### src/rtl/pfg_pkg.sv
`timescale 1ns/1ps
// Package: shared command encoding for the phase fault guard.
// Assumes each phase is driven by one upper and one lower gate enable.
package pfg_pkg;

    typedef enum logic [1:0] {
        DRV_OFF  = 2'b00,
        DRV_LOW  = 2'b01,
        DRV_HIGH = 2'b10,
        DRV_BOTH = 2'b11
    } drive_e;

    // Pack the two enables of one phase into the drive encoding.
    function automatic drive_e to_drive(input logic hi, input logic lo);
        return drive_e'({hi, lo});
    endfunction

    // A command has a defined output level only when exactly one switch is on.
    function automatic logic level_defined(input drive_e d);
        return (d == DRV_HIGH) || (d == DRV_LOW);
    endfunction

    // Level the output must show for a defined command.
    function automatic logic level_expected(input drive_e d);
        return (d == DRV_HIGH);
    endfunction

endpackage

### src/rtl/pfg_phase_mon.sv
`timescale 1ns/1ps
// Module: per-phase mismatch detector.
// Compares the commanded drive of one phase with its observed output level.
// A mismatch is registered only once BLANK_CYCLES edges have passed since
// the last change of the gate enables. Assumes out_level is already
// synchronized to clk.
module pfg_phase_mon
    import pfg_pkg::*;
#(
    parameter int BLANK_CYCLES = 32
) (
    input  logic clk,
    input  logic rst_n,
    input  logic cmd_hi,
    input  logic cmd_lo,
    input  logic out_level,
    output logic mismatch
);
    localparam int CNT_W = $clog2(BLANK_CYCLES + 1);
    localparam logic [CNT_W-1:0] CNT_LOAD = CNT_W'(BLANK_CYCLES);

    drive_e          drv_now;
    drive_e          drv_prev;
    logic            drv_changed;
    logic [CNT_W-1:0] blank_cnt;
    logic            compare_ok;

    // Decode the present command and detect a change against last cycle.
    always_comb begin
        drv_now     = to_drive(cmd_hi, cmd_lo);
        drv_changed = (drv_now != drv_prev);
        compare_ok  = !drv_changed && (blank_cnt == '0) && level_defined(drv_now);
    end

    // Remember the previous command for change detection.
    always_ff @(posedge clk) begin
        if (!rst_n) drv_prev <= DRV_OFF;
        else        drv_prev <= drv_now;
    end

    // Blanking counter: reload on a command change, count down to zero.
    always_ff @(posedge clk) begin
        if (!rst_n)              blank_cnt <= '0;
        else if (drv_changed)    blank_cnt <= CNT_LOAD;
        else if (blank_cnt != '0) blank_cnt <= blank_cnt - CNT_W'(1);
    end

    // Register the mismatch decision for this phase.
    always_ff @(posedge clk) begin
        if (!rst_n) mismatch <= 1'b0;
        else        mismatch <= compare_ok && (out_level != level_expected(drv_now));
    end

endmodule

### src/rtl/pfg_fault_latch.sv
`timescale 1ns/1ps
// Module: sticky fault latch with set priority.
// Sets on either fault source, clears only on clear_req when no source is
// active, and emits a one-cycle pulse on each clear-to-set transition.
module pfg_fault_latch (
    input  logic clk,
    input  logic rst_n,
    input  logic set_short,
    input  logic set_temp,
    input  logic clear_req,
    output logic latched,
    output logic set_pulse
);
    logic set_any;

    // Either fault source requests the latch to set.
    always_comb set_any = set_short || set_temp;

    // Latch state: set wins over clear, otherwise hold.
    always_ff @(posedge clk) begin
        if (!rst_n)         latched <= 1'b0;
        else if (set_any)   latched <= 1'b1;
        else if (clear_req) latched <= 1'b0;
    end

    // Interrupt pulse in the cycle the latch first becomes set.
    always_ff @(posedge clk) begin
        if (!rst_n) set_pulse <= 1'b0;
        else        set_pulse <= set_any && !latched;
    end

endmodule

### src/rtl/phase_fault_guard.sv
`timescale 1ns/1ps
// Module: top of the short-circuit monitor with fault latch.
// One mismatch detector per phase feeds a reporting flag. The flag and the
// over-temperature input set a latch that drives the global disable.
// Assumes all inputs are synchronous to clk.
module phase_fault_guard #(
    parameter int NUM_PH       = 3,
    parameter int BLANK_CYCLES = 32
) (
    input  logic              clk,
    input  logic              rst_n,
    input  logic [NUM_PH-1:0] gate_hi,
    input  logic [NUM_PH-1:0] gate_lo,
    input  logic [NUM_PH-1:0] out_level,
    input  logic              overtemp,
    input  logic              clear_req,
    output logic              short_flag,
    output logic              disable_all,
    output logic              fault_irq
);
    logic [NUM_PH-1:0] phase_mis;

    // One detector instance per phase.
    for (genvar p = 0; p < NUM_PH; p++) begin : g_phase
        pfg_phase_mon #(
            .BLANK_CYCLES(BLANK_CYCLES)
        ) mon_i (
            .clk      (clk),
            .rst_n    (rst_n),
            .cmd_hi   (gate_hi[p]),
            .cmd_lo   (gate_lo[p]),
            .out_level(out_level[p]),
            .mismatch (phase_mis[p])
        );
    end

    // Combine the phase detectors into the reported flag.
    always_comb short_flag = |phase_mis;

    pfg_fault_latch latch_i (
        .clk      (clk),
        .rst_n    (rst_n),
        .set_short(short_flag),
        .set_temp (overtemp),
        .clear_req(clear_req),
        .latched  (disable_all),
        .set_pulse(fault_irq)
    );

endmodule

### config.mk
export PLATFORM = sky130hd
export DESIGN_NAME = phase_fault_guard
export DESIGN_NICKNAME = d
export VERILOG_FILES = /design/src/rtl/pfg_pkg.sv /design/src/rtl/pfg_phase_mon.sv /design/src/rtl/pfg_fault_latch.sv /design/src/rtl/phase_fault_guard.sv
export SDC_FILE = /design/constraint.sdc
export NUM_CORES = 1
export LEC_CHECK = 0
export BUFFER_PORTS_ARGS = -buffer_cell sky130_fd_sc_hd__buf_2
export CAP_MARGIN = 20
export CORE_UTILIZATION = 56
export DETAILED_ROUTE_END_ITERATION = 6
export PLACE_DENSITY_LB_ADDON = 0.3
export SYNTH_ARGS = -nofsm -noshare
export SYNTH_HDL_FRONTEND = slang
export SYNTH_SLANG_ARGS = --single-unit
### constraint.sdc
create_clock -name clk -period 1.96 [get_ports clk]
set_input_delay 0.098 -clock clk [delete_from_list [all_inputs] [get_ports clk]]
set_output_delay 0.098 -clock clk [all_outputs]
set_load 0.02 [all_outputs]
==> results.md, run 1 <==
* Cell Area, Synth at 1310 um2
* Met2 Use GR at around two fifths
* Root buffer cell: clkbuf_4
* Post-cts resize count at 0
* Post-placement cell area at around 1400 um2
* Worst r2r src: g_phase[2].mon_i.blank_cnt[1]$_SDFFE_PP0P_
* Pwr dens at approximately 970 nW/um2
* Syn Nets at ~160
* Vias in the first global route at about 1000
* Area share of the largest cell type after synthesis at around 44%
* CTS H-Tree Depth at 2
* Area growth, synth to finish at 15.7%
* Global route hottest layer: met2
* Skew final at between 0.01 and 0.015 ns
* Cts hold-fix bufs at 0
* Most frequent cell after synthesis: dfxtp_1
* GR Util met1 at between 20 and 30%
* Seq/Total Area, Yosys at ~44%
* Tcrit/Tclk final at ~85%
* Synth warn at 0
* Fillers at ~190
* Clock Sinks at 29
* Synth top cells by count: 29 x dfxtp_1, 16 x xnor2_1, 15 x nor3_1
* Clock buffer count from CTS at 5
* Kind of critical path: flip-flop to flip-flop
* Fin. Hold Viols at 0
* Ys async rst share at 0%
* R2r worst-path depth at 6
* Final instance area at roughly 1500 um2
* Vias/cell at between 5 and 6
* FF+latch area at ~580 um2
* Maximum clock rate at about 600 MHz
* Worst Max-Slew Pin Slew at between 0.4 and 0.5 ns
* DR vias at 1048
* Die H at a little over 50 um
* Worst Setup Start Kind: flip-flop
* ANT nets after route at 0
* Port bufs at 15
* GPL Wtd Cong at 0.731
* Hold Crit Endpoint: g_phase[1].mon_i.drv_prev[1]$_SDFF_PN0_
* GR Util met3 at between 9 and 10%
* Pre-Repair DR Iteration Count at 4
* Post-synth EDFFs at 0
* Initial DRC Count at 17
* Row cnt at 17
* GRT Residual Overflow at 0
* Number of synthesized register bits at 29
* Final setup margin at 0.300 ns
* Hold path start: gate_hi[1]
* Largest net degree at the start of global routing at 10
* ANT cells at 0
* Outcome: complete, no violations
* Post-CTS Setup Inserts at 0
* Io pins at 16
* Finished Layout Cells at between 150 and 200
* DP HPWL at roughly 1800 um
* Critical Path Start: g_phase[2].mon_i.blank_cnt[1]$_SDFFE_PP0P_
* DRC Markers at 0
* Max-slew headroom at between 70 and 80%
* Leak at about 0.61 nW
* Core ar. at 2210 um2
* DRT Wirelength at roughly 2500 um
* Nets at 180
* RSZ-0062 raised after global routing: false
* Longest Clk Path Bufs at 2
* Top FF cell, synth: dfxtp_1
* Routed length per instance at 13.2 um
* Cell Count Post-Placement at around 180
* Critical path capture point type: flip-flop
* Pre-CTS setup slack at 0.358 ns
* Synth Instances at ~140
* CTS tree: done
* Worst EP required at between 2 and 2.5 ns
* Final min period at between 1.5 and 2 ns
* Die Width at 50.3 um
* FF-to-FF End: g_phase[2].mon_i.blank_cnt[1]$_SDFFE_PP0P_
* Avg Inst Size Synth at approximately 9.5 um2
* Final setup fails at 0
* Setup TNS at 0 ns
* Final hold slack at approximately 0.016 ns
* Clock Latency Late Sink at between 0.3 and 0.4 ns
* Number of library cell types mapped by synthesis at 26
* Max VDD drop at 0.000715 V
* Wire length of the first global-routing pass at between 4000 and 5000 um
* Share of layout cells above drive strength 1 at 16.3%
* Slew Limit Fails at 0
* Hold Path Class: input pin to flip-flop
* Die ar. at 2530 um2
* Clock slew at reported path FFs at ~0.10 ns
* Leading area contributor after synthesis: dfxtp_1
* Hold Path Cell Cnt at 2
* Antenna violations before repair at 0
* GRT Total Usage at between 20% and 30%
* Area contributors post-synth: dfxtp_1 44%, xnor2_1 11%, ha_1 7.7%, nor3_1 5.7%, nor3b_1 4.0%
* Max Cap Viol at 0
* Flop2flop setup slack at between 0.3 and 0.4 ns
* Starting Density at between 50 and 60%
* Crit path DAT at about 1.9 ns
* CP max FO at 4
* Area of the multi-input gates at 681 um2
flip-flops by register name (all words and copies together), names as in the netlist:
register / count
latch_i.set_pulse: 1
g_phase.mon_i.blank_cnt: 18
latch_i.latched: 1
g_phase.mon_i.drv_prev: 6
g_phase.mon_i.mismatch: 3
cell usage in the layout, fill, tap and decap left out, drive strengths merged:
cell / synthesis / layout
dfxtp: 29 / 29
xnor2: 16 / 16
buf: 0 / 16
nor3: 15 / 15
inv: 10 / 10
nor2: 9 / 9
ha: 8 / 8
nor3b: 7 / 7
clkbuf: 2 / 7
o21ai: 5 / 5
nand3: 4 / 4
or3: 3 / 3
and2: 3 / 3
nor4b: 3 / 3
a21oi: 3 / 3
a41oi: 3 / 3
nand2b: 3 / 3
o31ai: 3 / 3
a211oi: 2 / 2
nand4b: 2 / 2
or4: 2 / 2
or3b: 1 / 1
nand3b: 1 / 1
nand2: 1 / 1
a21boi: 1 / 1
a21o: 1 / 1
bufinv: 0 / 1
dlygate4sd3: 0 / 1
metal layers:
metal | up-vias | wire length (um)
met5 | - | 0
met4 | 0 | 44
met3 | 7 | 95
met2 | 16 | 1190
met1 | 495 | 1160
li1 | 530 | -
layout make-up:
class | count | share of cell area, %
repair buffers | 17 | 6.13
inverters | 10 | 2.48
clock buffers | 7 | 3.64
well taps | 28 | 2.32
flip-flops and latches | 29 | 38.4
clock inverters | 1 | 1.99
multi-input cells | 96 | 45.0
cells by family after synthesis:
| kind of cell | Yosys count | synth area share (%) |
|---|---|---|
| and+or+nand+nor | 54 | 24.5 |
| xor gates and xnor gates | 16 | 10.7 |
| AOI/OAI and AO/OA | 18 | 9.20 |
| DFF | 29 | 44.4 |
| adders and majority gates | 8 | 7.66 |
| buffers and inverters | 12 | 3.45 |
where the power goes:
group | switching (W) | total (W) | internal [W] | leakage (nW)
combinational | 0.000152 | 0.000291 | 0.000140 | 0.323
sequential | 0.0000337 | 0.000663 | 0.000629 | 0.238
clock | 0.000207 | 0.000512 | 0.000305 | 0.0455
total | 0.000392 | 0.00147 | 0.00107 | 0.607
worst max-delay path, stage by stage, from the launching register on:
cell and delay (ns):
dfxtp_1 0.34, inv_1 0.08, ha_1 0.21, or3b_2 0.48, nor3_1 0.20, buf_4 0.16, a211oi_1 0.07
through the flow:
step	utilization [%]	power [W]
after CTS	67.9	0.00148
final	68.3	0.00147
after floorplan	-	0.000890
after detailed placement	64.0	0.000962
after global placement	64.0	0.000946
after global routing	68.3	0.00156
worst max-delay path by stage:
stage | endpoint | slack, ns | depth (start not counted)
global placement | g_phase[2].mon_i.blank_cnt[1]$_SDFFE_PP0P_ | 0.40 | 6
CTS | g_phase[2].mon_i.blank_cnt[1]$_SDFFE_PP0P_ | 0.32 | 6
global route | g_phase[2].mon_i.blank_cnt[1]$_SDFFE_PP0P_ | 0.24 | 6
floorplan | g_phase[2].mon_i.mismatch$_SDFF_PN0_ | 0.36 | 5
finish | g_phase[2].mon_i.blank_cnt[1]$_SDFFE_PP0P_ | 0.30 | 6
detailed placement | g_phase[2].mon_i.blank_cnt[1]$_SDFFE_PP0P_ | 0.36 | 6
(Power assumes the default switching activity.)
==> inputs of run 2 (changes only) <==
--- a/config.mk
+++ b/config.mk
@@ -5,9 +5,10 @@
 export SDC_FILE = /design/constraint.sdc
 export NUM_CORES = 1
 export LEC_CHECK = 0
+export ABC_AREA = 1
 export BUFFER_PORTS_ARGS = -buffer_cell sky130_fd_sc_hd__buf_2
 export CAP_MARGIN = 20
-export CORE_UTILIZATION = 56
+export CORE_UTILIZATION = 51
 export DETAILED_ROUTE_END_ITERATION = 6
 export PLACE_DENSITY_LB_ADDON = 0.3
 export SYNTH_ARGS = -nofsm -noshare
==> constraint.sdc (replaced) <==
create_clock -name clk -period 1.5 [get_ports clk]
set_input_delay 0.075 -clock clk [delete_from_list [all_inputs] [get_ports clk]]
set_output_delay 0.075 -clock clk [all_outputs]
set_load 0.02 [all_outputs]
==> run 2 against run 1 <==
Compared with the run above: clock power increased by 3.9%; non-clock buffer count increased by 5; synthesized area increased by 10%; clock skew decreased by 0.011 ns; global-route usage decreased by 3.9 points; synthesized cell count increased by 39%.
==> results.md, run 2 <==
* Area growth, synth to finish at 17.0%
* Root buffer cell: clkbuf_4
* Leak at 0.856 nW
* Area of the multi-input gates at just over 700 um2
* Fillers at roughly 230
* Synth Instances at ~190
* Port bufs at 15
* Clock slew at reported path FFs at approximately 0.090 ns
* Skew final at 0.00357 ns
* R2r worst-path depth at 8
* Commonest non-fill, non-tap cell in the layout: nand2_1
* Routed length per instance at about 10 um
* Pre-Repair DR Iteration Count at 4
* Starting Density at 56.1%
* Final min period at 1.22 ns
* Seq/Total Area, Yosys at ~40%
* Final hold slack at between 0.03 and 0.04 ns
* Core ar. at around 2600 um2
* Number of library cell types mapped by synthesis at 25
* Max VDD drop at 0.000714 V
* Hold Path Class: input pin to flip-flop
* Synth warn at 0
* Largest registers: g_phase.mon_i.blank_cnt: 18 flops, g_phase.mon_i.drv_prev: 6 flops, g_phase.mon_i.mismatch: 3 flops
* GRT Residual Overflow at 0
* ANT nets after route at 0
* Vias/cell at 4.92
* Slew Limit Fails at 0
* Max-slew headroom at 79.1%
* Outcome: complete, no violations
* Cell Area, Synth at between 1000 and 1500 um2
* Hold Path Cell Cnt at 3
* Syn Nets at between 200 and 250
* Total power at about 0.0018 W
* Area share of the largest cell type after synthesis at between 40% and 50%
* Max Cap Viol at 0
* Worst EP required at ~1.8 ns
* GRT Total Usage at 20.2%
* GPL Wtd Cong at approximately 0.74
* Most frequent cells in the layout: 43 x nand2_1, 31 x inv_1, 29 x dfxtp_1
* Setup TNS at 0 ns
* Synth top cells by count: 43 x nand2_1, 31 x inv_1, 29 x dfxtp_1
* Vias in the first global route at 1116
* Leading area contributor after synthesis: dfxtp_1
* Maximum clock rate at a little over 800 MHz
* Tcrit/Tclk final at 81.1%
* DRT Wirelength at between 2000 and 3000 um
* Longest Clk Path Bufs at 2
* CP max FO at 5
* Io pins at 16
* Critical path capture point type: flip-flop
* Die ar. at between 3000 and 4000 um2
* Avg Inst Size Synth at 7.54 um2
* Wire length of the first global-routing pass at roughly 4200 um
* Most frequent cell after synthesis: nand2_1
* CTS H-Tree Depth at 2
* Die Width at ~55 um
* Core Util, Final at 65.6%
* Row cnt at 18
* Final setup fails at 0
* Top FF cell, synth: dfxtp_1
* Kind of critical path: flip-flop to flip-flop
* Clock Sinks at 29
* Pwr dens at 1070 nW/um2
* ANT cells at 0
* Fin. Hold Viols at 0
* Final instance area at between 1500 and 2000 um2
* Post-synth EDFFs at 0
* DP HPWL at slightly below 2000 um
* Post-placement cell area at 1550 um2
* Antenna violations before repair at 0
* Area contributors post-synth: dfxtp_1 40%, nand2_1 11%, inv_1 8.1%, ha_1 7.0%, nor2_1 5.2%
* DRC Markers at 0
* Share of layout cells above drive strength 1 at about a fifth
* Ys async rst share at 0%
* Crit path DAT at 1.48 ns
* Initial DRC Count at 26
* Clock Latency Late Sink at roughly 0.32 ns
* FF+latch area at 581 um2
* CTS tree: done
* Worst Setup Start Kind: flip-flop
* Worst Max-Slew Pin Slew at approximately 0.31 ns
* Die H at ~55 um
* DR vias at ~1200
* RSZ-0062 raised after global routing: false
* Biggest register: g_phase.mon_i.blank_cnt
* Clock buffer count from CTS at 5
* Max reg flops at 18
* Number of synthesized register bits at 29
* Nets at 240
* Largest net degree at the start of global routing at 16
-- run 2: worst max-delay path: stages, from the launching register on --
cell	delay [ns]
dfxtp_1	0.32
inv_1	0.12
ha_1	0.21
nand2_2	0.10
nor2_4	0.12
nand2_4	0.08
nand2_2	0.05
nand3_1	0.06
nor2_1	0.10
-- run 2: metrics by stage --
step	std cells	setup slack [ns]
2_1_floorplan	191	0.425
3_3_place_gp	235	0.345
3_5_place_dp	235	0.302
4_1_cts	250	0.284
5_1_grt	250	0.132
6_report	250	0.283
-- run 2: cell type report --
cell class	count	share of cell area (%)
clock inverters	1	0.297
repair buffers	22	8.61
inverters	35	7.80
multi-input cells	126	42.8
flip-flops and latches	29	34.4
well taps	30	2.23
clock buffers	7	3.86
-- run 2: final timing paths --
check                                              from                                         end  slack [ns]
max          g_phase[2].mon_i.blank_cnt[0]$_SDFFE_PP0P_  g_phase[2].mon_i.blank_cnt[1]$_SDFFE_PP0P_        0.28
max reg2reg  g_phase[2].mon_i.blank_cnt[0]$_SDFFE_PP0P_  g_phase[2].mon_i.blank_cnt[1]$_SDFFE_PP0P_        0.28
min reg2reg                latch_i.latched$_SDFFE_PN0P_                latch_i.set_pulse$_SDFF_PN0_        0.45
min                                            overtemp                latch_i.latched$_SDFFE_PN0P_        0.03
-- run 2: where the power goes --
part / internal (W) / switching, W / leakage (nW) / total, W
Sequential: 0.000819 / 0.0000349 / 0.238 / 0.000854
Clock: 0.000271 / 0.000261 / 0.0413 / 0.000532
Combinational: 0.000174 / 0.000248 / 0.576 / 0.000422
-- run 2: routing by layer --
layer	vias to the layer above	track usage, %	wire length [um]
li1	650	-	-
met3	6	7.38	99
met2	18	38.2	1270
met1	556	19.9	1120
met4	0	7.50	37
met5	-	0	0
-- run 2: kinds of logic after synthesis --
family          share of synthesized area, %
compound gates                          8.60
xor+xnor                                4.26
fa+ha+maj                               6.95
buf+inv                                 9.64
flops                                   40.3
simple gates                            30.2
-- run 2: repair_timing --
action                                  4_1_cts  5_1_grt
setup buffers                                 0        0
hold buffers                                  7        0
gates resized for setup                       0        0
hold endpoints to repair                      7        0
endpoints found under the setup margin        0        0
